===== src/rtl/pacer_pkg.sv =====
package pacer_pkg;
  typedef enum logic [1:0] {
    CNT_HOLD = 2'd0,
    CNT_INC  = 2'd1,
    CNT_DEC  = 2'd2,
    CNT_CLR  = 2'd3
  } cnt_op_e;
endpackage


===== src/rtl/pacer_backlog.sv =====
module pacer_backlog
  import pacer_pkg::*;
#(
  parameter int unsigned CNT_W = 4
) (
  input  logic             clk_i,
  input  logic             rst_ni,
  input  cnt_op_e          op_i,
  output logic [CNT_W-1:0] cnt_o,
  output logic             nz_o
);
  localparam logic [CNT_W-1:0] CNT_MAX = {CNT_W{1'b1}};

  logic [CNT_W-1:0] cnt_q, cnt_d;

  always_comb begin
    cnt_d = cnt_q;
    unique case (op_i)
      CNT_INC:  if (cnt_q != CNT_MAX) cnt_d = cnt_q + 1'b1;
      CNT_DEC:  if (cnt_q != '0) cnt_d = cnt_q - 1'b1;
      CNT_CLR:  cnt_d = '0;
      default:  cnt_d = cnt_q;
    endcase
  end

  always_ff @(posedge clk_i or negedge rst_ni) begin
    if (!rst_ni) cnt_q <= '0;
    else         cnt_q <= cnt_d;
  end

  assign cnt_o = cnt_q;
  assign nz_o  = (cnt_q != '0);


  no_wrap_chk: assert property (@(posedge clk_i) disable iff (!rst_ni)
    (cnt_q == CNT_MAX && op_i == CNT_INC) |=> cnt_q == CNT_MAX);
endmodule


===== src/rtl/pacer_timeout.sv =====
module pacer_timeout #(
  parameter int unsigned TIMEOUT_CYC = 16
) (
  input  logic clk_i,
  input  logic rst_ni,
  input  logic restart_i,
  output logic expired_o
);
  localparam int unsigned EW = $clog2(TIMEOUT_CYC + 1);
  localparam logic [EW-1:0] LIMIT = EW'(TIMEOUT_CYC);

  logic [EW-1:0] elapsed_q;

  always_ff @(posedge clk_i or negedge rst_ni) begin
    if (!rst_ni)                 elapsed_q <= '0;
    else if (restart_i)          elapsed_q <= '0;
    else if (elapsed_q != LIMIT) elapsed_q <= elapsed_q + 1'b1;
  end

  assign expired_o = (elapsed_q == LIMIT);
endmodule


===== src/rtl/pacer_issue.sv =====
module pacer_issue (
  input  logic clk_i,
  input  logic rst_ni,
  input  logic pend_nz_i,
  input  logic ack_i,
  input  logic expired_i,
  output logic issue_o,
  output logic irq_o
);
  logic ready_q, irq_q;
  logic ack_ok;

  assign ack_ok  = ack_i && pend_nz_i;
  // pulses never abut: a new issue waits one cycle after irq
  assign issue_o = pend_nz_i && (ready_q || expired_i) && !irq_q;

  always_ff @(posedge clk_i or negedge rst_ni) begin
    if (!rst_ni) begin
      ready_q <= 1'b1;
      irq_q   <= 1'b0;
    end else begin
      irq_q <= issue_o;
      if (ack_ok)       ready_q <= 1'b1;
      else if (issue_o) ready_q <= 1'b0;
    end
  end

  assign irq_o = irq_q;


  one_cycle_pulse_chk: assert property (@(posedge clk_i) disable iff (!rst_ni)
    irq_q |=> !irq_q);
endmodule


===== src/rtl/irq_catchup_pacer.sv =====
module irq_catchup_pacer
  import pacer_pkg::*;
#(
  parameter int unsigned CNT_W       = 4,
  parameter int unsigned TIMEOUT_CYC = 16
) (
  input  logic             clk_i,
  input  logic             rst_ni,
  input  logic             tick_i,
  input  logic             ack_i,
  input  logic             reload_i,
  output logic             irq_o,
  output logic [CNT_W-1:0] pending_o
);
  cnt_op_e op;
  logic    pend_nz, expired, issue;
  logic    ack_ok;

  assign ack_ok = ack_i && pend_nz;

  always_comb begin
    if (reload_i)              op = CNT_CLR;
    else if (tick_i && !ack_ok) op = CNT_INC;
    else if (ack_ok && !tick_i) op = CNT_DEC;
    else                        op = CNT_HOLD;
  end

  pacer_backlog #(.CNT_W(CNT_W)) u_backlog (
    .clk_i  (clk_i),
    .rst_ni (rst_ni),
    .op_i   (op),
    .cnt_o  (pending_o),
    .nz_o   (pend_nz)
  );

  pacer_timeout #(.TIMEOUT_CYC(TIMEOUT_CYC)) u_timeout (
    .clk_i     (clk_i),
    .rst_ni    (rst_ni),
    .restart_i (issue),
    .expired_o (expired)
  );

  pacer_issue u_issue (
    .clk_i     (clk_i),
    .rst_ni    (rst_ni),
    .pend_nz_i (pend_nz),
    .ack_i     (ack_i),
    .expired_i (expired),
    .issue_o   (issue),
    .irq_o     (irq_o)
  );


  irq_needs_backlog_chk: assert property (@(posedge clk_i) disable iff (!rst_ni)
    irq_o |-> $past(pending_o != '0));


  reload_clears_chk: assert property (@(posedge clk_i) disable iff (!rst_ni)
    reload_i |=> pending_o == '0);
endmodule


===== config.mk =====
export PLATFORM = sky130hd
export DESIGN_NAME = irq_catchup_pacer
export DESIGN_NICKNAME = d
export VERILOG_FILES = /design/src/rtl/pacer_pkg.sv /design/src/rtl/pacer_backlog.sv /design/src/rtl/pacer_timeout.sv /design/src/rtl/pacer_issue.sv /design/src/rtl/irq_catchup_pacer.sv
export SDC_FILE = /design/constraint.sdc
export NUM_CORES = 1
export LEC_CHECK = 0
export BUFFER_PORTS_ARGS = -buffer_cell sky130_fd_sc_hd__clkbuf_2
export CAP_MARGIN = 15
export CORE_ASPECT_RATIO = 1.2
export CORE_MARGIN = 2
export CORE_UTILIZATION = 30
export CTS_CLUSTER_DIAMETER = 80
export DETAILED_ROUTE_END_ITERATION = 12
export PLACE_DENSITY = 0.49
export SLEW_MARGIN = 20
export SYNTH_ARGS = -nofsm -noshare
export SYNTH_HDL_FRONTEND = slang
export SYNTH_SLANG_ARGS = --single-unit

===== constraint.sdc =====
create_clock -name clk_i -period 2.2 [get_ports clk_i]
set_input_delay 0.11 -clock clk_i [delete_from_list [all_inputs] [get_ports clk_i]]
set_output_delay 0.11 -clock clk_i [all_outputs]
set_load 0.01 [all_outputs]

== After elaboration in Yosys (flattened, before gate mapping) ==
Index checks and enable logic that the tools add are counted.
Widths: inputs -> output; s select.

* RAM bits: 0
* Bits in read-only memories: 0
* Bits in registers: 11
* Latch bits: 0
* Memories kept: 0
* Input port bits: 5
* Word-level logic and storage cells: 39
* Output and inout port bits: 5

* Reduce and logical (&&, ||, !) cells: 14
* Multiplexer cells: 10
* Equal/unequal tests: 8
* Divide/modulo/power cells: 0
* Multipliers: 0
* $lt $le $gt $ge: 0
* Bitwise gates (word level): 0
* Add/subtract/negate cells: 3
* Shift operators: 0

{| class="wikitable"
|+ Operators by type and width
! operator !! number
|-
| $pmux 4 s3 || 1
|-
| $mux 5 || 2
|-
| $mux 4 || 2
|-
| $mux 2 || 3
|-
| $add 5x1->5 const B || 1
|-
| $eq 5x5->1 const B || 1
|-
| $logic_and 1x1->1 || 5
|-
| $ne 5x5->1 const B || 1
|-
| $add 4x1->4 const B || 1
|-
| $eq 2x2->1 const B || 2
|-
| $ne 2x1->1 const B || 2
|-
| $ne 4x4->1 const B || 1
|-
| $reduce_bool 2->1 || 2
|-
| $reduce_bool 4->1 || 1
|-
| $sub 4x1->4 const B || 1
|-
| $logic_not 1->1 || 3
|-
| $reduce_and 3->1 || 1
|-
| $reduce_bool 3->1 || 1
|-
| $eq 2x1->1 const B || 1
|-
| $mux 1 || 2
|-
| $logic_or 1x1->1 || 1
|}

== Longest topological paths before layout ==
Gate-level depths: netlist (run 1).

* Depth after elaboration: 9
* Mapped depth: 7
* Depth with buffers taken out: 7

== Hierarchy ==
Synthesis (run 1) repeated with hierarchy kept, for this count alone.

* Cell total of the unflattened synthesis: 68
* Area total of the unflattened synthesis: 689.4 um^2

{| class="wikitable"
|+ By module, submodules not included
! module !! area an instance (um^2) !! cells an instance !! sequential area each (um^2) !! times used
|-
| pacer_backlog || 306.5 || 32 || 100.1 || 1
|-
| pacer_timeout || 290.3 || 27 || 125.1 || 1
|-
| pacer_issue || 73.8 || 6 || 51.3 || 1
|-
| irq_catchup_pacer || 18.8 || 3 || 0.0 || 1
|}

== Worst setup path before layout (run 1) ==
OpenSTA, ideal clock, no wires.

* Path type: register to register
* Start: register u_backlog.cnt_q[2], in the netlist u_backlog.cnt_o[2]
* End: register u_backlog.cnt_q[2], in the netlist u_backlog.cnt_o[2]
* Period minus slack after synthesis: 2,433 ps
* Buffers on the path: 0
* Stages on the path, launching flop included: 8
* Arrival time: 2,305 ps
* Path slack: -233 ps
* Cells stage by stage: dfrtp_1 -> nor4_2 -> nor3_1 -> xor2_1 -> ha_1 -> or4_1 -> a211oi_2 -> mux2_1

* Word-level cells in the longest chain between the ends: 9

{| class="wikitable"
|+ Ends and longest elaborated chain
! element !! RTL line !! text
|-
| from (decl) || pacer_backlog.sv:14 || <nowiki>logic [CNT_W-1:0] cnt_q, cnt_d;</nowiki>
|-
| from (signal assigned) || pacer_backlog.sv:28 || <nowiki>else cnt_q <= cnt_d;</nowiki>
|-
| $reduce_bool 4->1 || pacer_backlog.sv:20, pacer_backlog.sv:32 ||
|-
| $logic_and 1x1->1 || irq_catchup_pacer.sv:19 || <nowiki>assign ack_ok = ack_i && pend_nz;</nowiki>
|-
| $logic_and 1x1->1 or $logic_not 1->1 (tied branches) || irq_catchup_pacer.sv:24, irq_catchup_pacer.sv:23 ||
|-
| $mux 2 or $logic_and 1x1->1 (tied branches) || irq_catchup_pacer.sv:24, irq_catchup_pacer.sv:23 ||
|-
| $mux 2 || irq_catchup_pacer.sv:23 || <nowiki>else if (tick_i && !ack_ok) op = CNT_INC;</nowiki>
|-
| $mux 2 || irq_catchup_pacer.sv:22 || <nowiki>if (reload_i) op = CNT_CLR;</nowiki>
|-
| $eq 2x2->1 or $eq 2x1->1 (tied branches) || pacer_backlog.sv:18 || <nowiki>unique case (op_i)</nowiki>
|-
| $ne 2x1->1 (no line) or $reduce_bool 3->1 (tied branches) || -- ||
|-
| $reduce_and 3->1 (no line) || -- ||
|}

Parallel ways exist; a longest one is shown, timed or not. The select of a mux whose other input is x is not followed.
A chain may end at the register's enable or synchronous reset.

== Worst setup path in the final report (run 1) ==
* Start: register u_backlog.cnt_q[3], in the netlist u_backlog.cnt_o[3]
* End: register u_backlog.cnt_q[2], in the netlist u_backlog.cnt_o[2]

Same word-level chain as after synthesis.

==> results of run 1 <==
==> Yosys cell counts (2+ instances only) <==
cell type	n
nor2_1	4
nor3_1	3
a21o_1	2
dfrtp_1	10
inv_1	3
ha_1	3
nand3_1	4
a21oi_1	5
o21ai_0	5
xor2_1	3
==> repair_timing <==
action,4_1_cts,5_1_grt
endpoints found under the setup margin,1,1
endpoints found under the hold margin,11,0
pin swaps,3,1
buffers inserted,0,0
resized for setup,1,0
hold buffers,1,0
gates cloned,0,0
==> path summary, 6_finish.rpt <==
kind | end
worst max register to register | u_backlog.cnt_o[2]$_DFFE_PN0P_
min in group asynchronous | u_timeout.elapsed_q[4]$_DFFE_PN0P_
worst min-delay path | u_backlog.cnt_o[1]$_DFFE_PN0P_
max in group asynchronous | u_issue.ready_q$_DFFE_PN1P_
worst max-delay path | u_backlog.cnt_o[2]$_DFFE_PN0P_
worst min register to register | u_issue.ready_q$_DFFE_PN1P_
==> sequential cells by signal, indices dropped and copies added (netlist names) <==
signal and cells:
u_backlog.cnt_o 4, u_issue.irq_o 1, u_timeout.elapsed_q 5, u_issue.ready_q 1
==> power breakdown <==
| group | switching [uW] | internal, uW | leakage (uW) | total [uW] |
|---|---|---|---|---|
| clock network | 68.3 | 70.1 | 0.0000150 | 138 |
| logic | 151 | 150 | 0.000233 | 301 |
| registers | 66.6 | 280 | 0.000138 | 347 |
==> metal layers <==
metal  routed length [um]  share of wire [%]  vias up
met3                   48                3.7        2
met2                  669                 52       10
met4                   16                1.2        0
li1                     -                  -      265
met5                    0                  0        -
met1                  555                 43      252
==> critical path: stages, from the launching register on <==
cell      delay [ns]
dfrtp_2         0.42
nor4_4          0.31
nor3_2          0.07
xor2_1          0.15
ha_2            0.18
or4_4           0.41
a211oi_2        0.19
mux2_1          0.33
==> per-stage QoR <==
stage | TNS [ns] | worst slack, ns | total power [uW] | cell area, um^2 | util, %
final | 0 | 0.0225 | 787 | 795 | 39.2
after global routing | -0.101 | -0.101 | 865 | 795 | 39.2
after CTS | -0.0118 | -0.0118 | 805 | 795 | 39.2
after detailed placement | -0.0392 | -0.0392 | 657 | 754 | 37.2
after global placement | 0 | 0.00941 | 654 | 754 | 37.2
after floorplan | -0.0800 | -0.0800 | 550 | 647 | -
==> layout make-up <==
type	count	area, um^2
multi-input combinational	48	360
fill	206	1230
tap	20	25.0
timing repair buffer	15	92.6
sequential	11	279
inverter	3	11.3
clock buffer	4	26.3
==> cells by family after synthesis <==
group                      count (synthesis)  share of synthesized area, %
DFF                                       11                          44.0
and+or+nand+nor                           22                          21.1
buffers and inverters                      3                          1.79
AOI/OAI and AO/OA                         18                          19.7
adders and majority gates                  3                          5.98
xor gates and xnor gates                   4                          5.58
muxes                                      1                          1.79
==> flow_metrics.env, run 1 <==
export IMPL_drc=0
export IMPL_syn_area_per_cell_um2=10.1
export IMPL_gr_max_usage_layer="met2"
export IMPL_cts_tree="yes"
export IMPL_skew_ns=0.00189
export IMPL_die_x_um=45.8
export IMPL_numPortBuffers=9
export IMPL_yosys_warnings=0
export IMPL_critPathLaunch="u_backlog.cnt_o[3]$_DFFE_PN0P_"
export IMPL_grt_max_degree=12
export IMPL_synth_cells=62
export IMPL_io_pins=10
export IMPL_antenna_diode_count=0
export IMPL_yosysUniqueCellTypes=30
export IMPL_final_antenna_net_count=0
export IMPL_htree_levels=1
export IMPL_die_area_um2=2480
export IMPL_cap_viol_max_count=0
export IMPL_timing_rr_start="u_backlog.cnt_o[3]$_DFFE_PN0P_"
export IMPL_slew_viol_final=0
export IMPL_cellPowerDensity_nw_per_um2=990
export IMPL_viasPerCell=5.24
export IMPL_grt_use_met2_pct=23.0
export IMPL_worstPathMaxFanout=2
export IMPL_fmax_mhz=459
export IMPL_drive_above_1_share_pct=38.3
export IMPL_yosysTopAreaCellShare_pct=39.8
export IMPL_die_h_um=54.1
export IMPL_via_count=529
export IMPL_status="completed"
export IMPL_reg2reg_depth=7
export IMPL_worst_pin_slew_ns=0.422
export IMPL_core_rowCount=18
export IMPL_rsz0062_at_grt="yes"
export IMPL_clkLatencyLatePin_ns=0.26
export IMPL_ys_seq_area_share_pct=44.0
export IMPL_synth_fp_nets=70
export IMPL_yosysTopAreaCell="dfrtp_1"
export IMPL_coreArea_um2=2030
export IMPL_first_global_vias=510
export IMPL_critPathArrivalTime_ns=2.33
export IMPL_gr_usage_met1_pct=14.1
export IMPL_ys_ff_latch=11
export IMPL_synthArstFlopShare_pct=100
export IMPL_setup_viol=0
export IMPL_numClockSinks=11
export IMPL_relSlewSlack_pct=71.7
export IMPL_antenna_found_initial=0
export IMPL_start_util_pct=31.0
export IMPL_hold_depth=2
export IMPL_synth_area_top_cells="dfrtp_1, ha_1, dfstp_2"
export IMPL_dpl_hpwl_um=1010
export IMPL_p_leak_uw=0.000385
export IMPL_fin_crit_sh_pct=99.0
export IMPL_start_kind="register"
export IMPL_wl_um=1290
export IMPL_rrSetupSlack_ns=0.02
export IMPL_period_minus_slack_ns=2.18
export IMPL_instances_no_fill=101
export IMPL_drt_wirelength_per_cell_um=12.8
export IMPL_place_gp_congestion=0.809
export IMPL_final_common_cell="clkbuf_2"
export IMPL_syn_cell_area_um2=628
export IMPL_met3_usage_pct=3.02
export IMPL_ir_drop_v=0.000478
export IMPL_cts_root_buf="clkbuf_4"
export IMPL_cp_required_ns=2.35
export IMPL_hold_viol=0
export IMPL_holdCritPathClass="input pin to register"
export IMPL_grt_overflow_total=0
export IMPL_drt_iter0_drc=3
export IMPL_hp_start="reload_i"
export IMPL_clockBufferDepth=2
export IMPL_grtUsageTotal_pct=13.1
export IMPL_final_cell_mix="clkbuf_2, dfrtp_1, a21oi_1, o21ai_0, buf_4"
export IMPL_area_delta_synth_final_pct=26.5
export IMPL_first_pass_iters=2
export IMPL_dp_cells=96
export IMPL_cts_inserted_buffers=3
export IMPL_synth_edf_count=0
export IMPL_nets=90
export IMPL_cts_clk_slew_worst_paths_ns=0.07
export IMPL_cp_end_kind="register"
export IMPL_whs_ns=0.0985
export IMPL_grt_pass1_wl_um=2260
export IMPL_ys_flop_type="dfrtp_1"
export IMPL_worst_setup_path_type="register to register"
Power figures use the tool's default switching activity.
==> inputs of run 2 (changes only) <==
--- a/config.mk
+++ b/config.mk
@@ -12,7 +12,6 @@
 export CORE_UTILIZATION = 30
 export CTS_CLUSTER_DIAMETER = 80
 export DETAILED_ROUTE_END_ITERATION = 12
-export PLACE_DENSITY = 0.49
 export SLEW_MARGIN = 20
 export SYNTH_ARGS = -nofsm -noshare
 export SYNTH_HDL_FRONTEND = slang
==> flow_metrics.env, run 2 (synthesis gave the netlist of run 1 again) <==
export IMPL_fmax_mhz=460
export IMPL_seqPwrFrac_pct=44.3
export IMPL_final_common_cell="clkbuf_2"
export IMPL_numClockSinks=11
export IMPL_largest_register="u_timeout.elapsed_q"
export IMPL_crit_buf_inv=0
export IMPL_worstPathMaxFanout=2
export IMPL_cts_root_buf="clkbuf_4"
export IMPL_place_gp_congestion=0.784
export IMPL_whs_ns=0.0978
export IMPL_die_h_um=54.1
export IMPL_drc=0
export IMPL_via_count=544
export IMPL_setup_tns_ns=0
export IMPL_area_delta_synth_final_pct=26.5
export IMPL_fin_ws_ns=0.0278
export IMPL_grtUsageTotal_pct=12.9
export IMPL_slew_viol_final=0
export IMPL_combPwrFrac_pct=38.4
export IMPL_critical_path_top_delay_family="simple AND/OR/NAND/NOR gates"
export IMPL_htree_levels=1
export IMPL_p_leak_uw=0.000385
export IMPL_core_rowCount=18
export IMPL_cts_tree="yes"
export IMPL_dpl_hpwl_um=1010
export IMPL_wl_um=1310
export IMPL_period_minus_slack_ns=2.17
export IMPL_drt_iter0_drc=11
export IMPL_holdCritPathClass="input pin to register"
export IMPL_die_x_um=45.8
export IMPL_viasPerCell=5.39
export IMPL_worst_setup_path_type="register to register"
export IMPL_final_util_pct=39.2
export IMPL_start_kind="register"
export IMPL_critPathArrivalTime_ns=2.32
export IMPL_status="completed"
export IMPL_rsz0062_at_grt="yes"
export IMPL_setup_viol=0
export IMPL_worst_pin_slew_ns=0.446
export IMPL_first_pass_iters=4
export IMPL_crit_path_max_incr_delay_ns=0.42
export IMPL_skew_ns=0.00279
export IMPL_first_global_vias=515
export IMPL_largest_reg_flops=5
export IMPL_grt_pass1_wl_um=2280
export IMPL_grt_overflow_total=0
export IMPL_final_cell_mix="clkbuf_2, dfrtp_1, a21oi_1, o21ai_0, buf_4"
export IMPL_p_total_uw=793
export IMPL_cts_inserted_buffers=3
export IMPL_p_clk_share_pct=17.3
export IMPL_ir_drop_v=0.000496
export IMPL_start_util_pct=31.0
export IMPL_cp_required_ns=2.35
export IMPL_clkLatencyLatePin_ns=0.26
export IMPL_die_area_um2=2480
export IMPL_coreArea_um2=2030
export IMPL_numPortBuffers=9
export IMPL_drive_above_1_share_pct=38.3
export IMPL_nets=90
export IMPL_io_pins=10
export IMPL_p_sw_share_pct=36.8
export IMPL_p_sw_uw=291
export IMPL_p_int_uw=501
export IMPL_clockBufferDepth=2
export IMPL_antenna_diode_count=0
export IMPL_cts_clk_slew_worst_paths_ns=0.07
export IMPL_cap_viol_max_count=0
export IMPL_hold_viol=0
export IMPL_cellPowerDensity_nw_per_um2=998
export IMPL_slowest_stage="dfrtp_2"
export IMPL_grt_max_degree=12
export IMPL_cp_end_kind="register"
export IMPL_post_place_ws_ns=-0.0294
export IMPL_drt_wirelength_per_cell_um=13.0
export IMPL_fin_crit_sh_pct=98.7
export IMPL_cp_cell_sequence="nor4_4, nor3_2, xor2_1, ha_2, or4_4, a211oi_2, mux2_1"
export IMPL_antenna_found_initial=0
export IMPL_relSlewSlack_pct=70.1
export IMPL_final_antenna_net_count=0
## run 2: what timing repair did
item	in CTS	in global routing
setup buffers	0	0
resized for setup	1	0
pin swaps	3	1
endpoints found under the setup margin	1	1
endpoints found under the hold margin	11	0
hold buffers	1	0
## run 2: power by group through the flow
stage | Sequential, uW | Combinational, uW | Clock [uW]
after detailed placement | 354 | 306 | 0
after CTS | 352 | 313 | 142
after global routing | 361 | 353 | 156
after floorplan | 355 | 195 | 0
after global placement | 351 | 297 | 0
final | 352 | 304 | 137
## run 2: through the flow
step / std cells / area [um^2]
finish: 101 / 795
global route: 101 / 795
CTS: 101 / 795
detailed placement: 96 / 754
global placement: 96 / 754
floorplan: 62 / 647
## run 2: final timing paths
check / depth (start not counted) / startpoint / to / slack (ns)
max: 7 / u_backlog.cnt_o[3]$_DFFE_PN0P_ / u_backlog.cnt_o[2]$_DFFE_PN0P_ / 0.03
min: 2 / reload_i / u_backlog.cnt_o[1]$_DFFE_PN0P_ / 0.1
max reg2reg: 7 / u_backlog.cnt_o[3]$_DFFE_PN0P_ / u_backlog.cnt_o[2]$_DFFE_PN0P_ / 0.03
min reg2reg: 1 / u_issue.ready_q$_DFFE_PN1P_ / u_issue.ready_q$_DFFE_PN1P_ / 0.54
max in group asynchronous: 2 / rst_ni / u_issue.ready_q$_DFFE_PN1P_ / 1.68
min in group asynchronous: 2 / rst_ni / u_timeout.elapsed_q[1]$_DFFE_PN0P_ / 0.24
## run 2: cell type report
type	count	area [um^2]
clock buffers	4	26.3
fillers	217	1230
inverters	3	11.3
multi-input cells	48	360
flip-flops and latches	11	279
well taps	20	25.0
repair buffers	15	92.6
## run 2: per-layer routing
metal,routed length [um],part of all wire (%),track usage [%]
met1,582,44,16.2
met2,670,51,20.9
met3,45,3.4,2.01
met4,12,0.92,7.14
met5,0,0,0
==> inputs of run 3 (changes only) <==
--- a/config.mk
+++ b/config.mk
@@ -5,7 +5,7 @@
 export SDC_FILE = /design/constraint.sdc
 export NUM_CORES = 1
 export LEC_CHECK = 0
-export BUFFER_PORTS_ARGS = -buffer_cell sky130_fd_sc_hd__clkbuf_2
+export BUFFER_PORTS_ARGS = -buffer_cell sky130_fd_sc_hd__buf_2
 export CAP_MARGIN = 15
 export CORE_ASPECT_RATIO = 1.2
 export CORE_MARGIN = 2
==> flow_metrics.env, run 3 (synthesis gave the netlist of run 1 again) <==
export IMPL_status="completed"
export IMPL_cts_inserted_buffers=3
export IMPL_grt_overflow_total=0
export IMPL_setup_viol=0
export IMPL_p_sw_uw=289
export IMPL_start_util_pct=31.0
export IMPL_grtUsageTotal_pct=12.5
export IMPL_area_delta_synth_final_pct=26.5
export IMPL_cts_clk_slew_worst_paths_ns=0.07
export IMPL_wl_um=1340
export IMPL_period_minus_slack_ns=2.17
export IMPL_cap_viol_max_count=0
export IMPL_drive_above_1_share_pct=38.3
export IMPL_largest_register="u_timeout.elapsed_q"
export IMPL_critPathArrivalTime_ns=2.32
export IMPL_drt_wirelength_per_cell_um=13.2
export IMPL_cellPowerDensity_nw_per_um2=998
export IMPL_cts_setup_buffers=0
export IMPL_start_kind="register"
export IMPL_drt_iter0_drc=10
export IMPL_antenna_found_initial=0
export IMPL_p_int_uw=504
export IMPL_worst_pin_slew_ns=0.393
export IMPL_die_h_um=54.1
export IMPL_cp_end_kind="register"
export IMPL_first_pass_iters=2
export IMPL_dp_cells=96
export IMPL_fmax_mhz=461
export IMPL_grt_pass1_wl_um=2170
export IMPL_rsz0062_at_grt="yes"
export IMPL_final_cell_mix="buf_2, dfrtp_1, a21oi_1, o21ai_0, buf_4"
export IMPL_holdCritPathClass="input pin to register"
export IMPL_skew_ns=0.00139
export IMPL_clockBufferDepth=2
export IMPL_worstPathMaxFanout=2
export IMPL_die_area_um2=2480
export IMPL_die_x_um=45.8
export IMPL_placed_area_um2=754
export IMPL_final_common_cell="buf_2"
export IMPL_p_clk_share_pct=17.1
export IMPL_first_global_vias=502
export IMPL_p_leak_uw=0.000388
export IMPL_via_count=535
export IMPL_worst_setup_path_type="register to register"
export IMPL_design_area_um2=795
export IMPL_numClockSinks=11
export IMPL_combPwrFrac_pct=38.7
export IMPL_clkLatencyLatePin_ns=0.26
export IMPL_cp_required_ns=2.35
export IMPL_hold_viol=0
export IMPL_p_total_uw=793
export IMPL_slew_viol_final=0
export IMPL_instances_no_fill=101
export IMPL_coreArea_um2=2030
export IMPL_post_place_ws_ns=-0.0259
export IMPL_fin_ws_ns=0.0285
export IMPL_core_rowCount=18
export IMPL_place_gp_congestion=0.802
export IMPL_relSlewSlack_pct=73.6
export IMPL_numPortBuffers=9
export IMPL_ir_drop_v=0.000484
export IMPL_final_antenna_net_count=0
export IMPL_io_pins=10
export IMPL_viasPerCell=5.30
export IMPL_nFillCells=207
export IMPL_largest_reg_flops=5
export IMPL_drc=0
export IMPL_cts_tree="yes"
export IMPL_cts_root_buf="clkbuf_4"
export IMPL_htree_levels=1
export IMPL_fin_crit_sh_pct=98.7
export IMPL_p_sw_share_pct=36.5
export IMPL_antenna_diode_count=0
export IMPL_dpl_hpwl_um=1030
export IMPL_seqPwrFrac_pct=44.2
export IMPL_grt_max_degree=12
export IMPL_nets=90
==> run 3: what timing repair did <==
item / CTS / global route
hold buffers: 1 / 0
gates resized for setup: 0 / 1
hold endpoints to repair: 11 / 0
setup endpoints to repair: 1 / 1
pin swaps: 3 / 0
==> run 3: layout make-up <==
| cell class | instances | area, um^2 | area share, % |
|---|---|---|---|
| flip-flops and latches | 11 | 279 | 35.1 |
| repair buffers | 15 | 92.6 | 11.7 |
| inverters | 3 | 11.3 | 1.42 |
| well taps | 20 | 25.0 | 3.15 |
| multi-input cells | 48 | 360 | 45.4 |
| clock buffers | 4 | 26.3 | 3.31 |
==> run 3: worst max-delay path, cell delays in order, from the launching register on <==
cell and delay (ns):
dfrtp_1 0.41, nor4_4 0.32, nor3_2 0.07, xor2_1 0.14, ha_2 0.17, or4_4 0.41
a211oi_2 0.20, mux2_1 0.33
==> run 3: final timing paths <==
kind / startpoint / to / slack, ns / cells after the start
max: u_backlog.cnt_o[2]$_DFFE_PN0P_ / u_backlog.cnt_o[2]$_DFFE_PN0P_ / 0.03 / 7
min: reload_i / u_backlog.cnt_o[1]$_DFFE_PN0P_ / 0.10 / 2
max reg2reg: u_backlog.cnt_o[2]$_DFFE_PN0P_ / u_backlog.cnt_o[2]$_DFFE_PN0P_ / 0.03 / 7
min reg2reg: u_issue.ready_q$_DFFE_PN1P_ / u_issue.ready_q$_DFFE_PN1P_ / 0.53 / 1
max in group asynchronous: rst_ni / u_issue.ready_q$_DFFE_PN1P_ / 1.71 / 2
min in group asynchronous: rst_ni / u_timeout.elapsed_q[2]$_DFFE_PN0P_ / 0.23 / 2
==> run 3: stage by stage <==
stage	hold WS (ns)	TNS [ns]	util, %
2_1_floorplan	-0.186	-0.0800	-
3_3_place_gp	-0.0106	0	37.2
3_5_place_dp	-0.00647	-0.0259	37.2
4_1_cts	0.0883	0	39.0
5_1_grt	0.102	-0.0812	39.2
6_report	0.104	0	39.2
==> run 3: power by group through the flow <==
| stage | Combinational, uW | Clock (uW) | Sequential (uW) |
|---|---|---|---|
| 2_1_floorplan | 195 | 0 | 355 |
| 3_3_place_gp | 297 | 0 | 350 |
| 3_5_place_dp | 310 | 0 | 354 |
| 4_1_cts | 312 | 142 | 351 |
| 5_1_grt | 352 | 152 | 359 |
| 6_report | 307 | 135 | 351 |
==> run 3: layer usage <==
| metal | global-route usage, % | vias to the layer above | wire (um) |
|---|---|---|---|
| li1 | - | 265 | - |
| met1 | 15.1 | 259 | 617 |
| met2 | 20.7 | 9 | 681 |
| met3 | 2.01 | 2 | 31 |
| met4 | 7.14 | 0 | 7 |
| met5 | 0 | - | 0 |
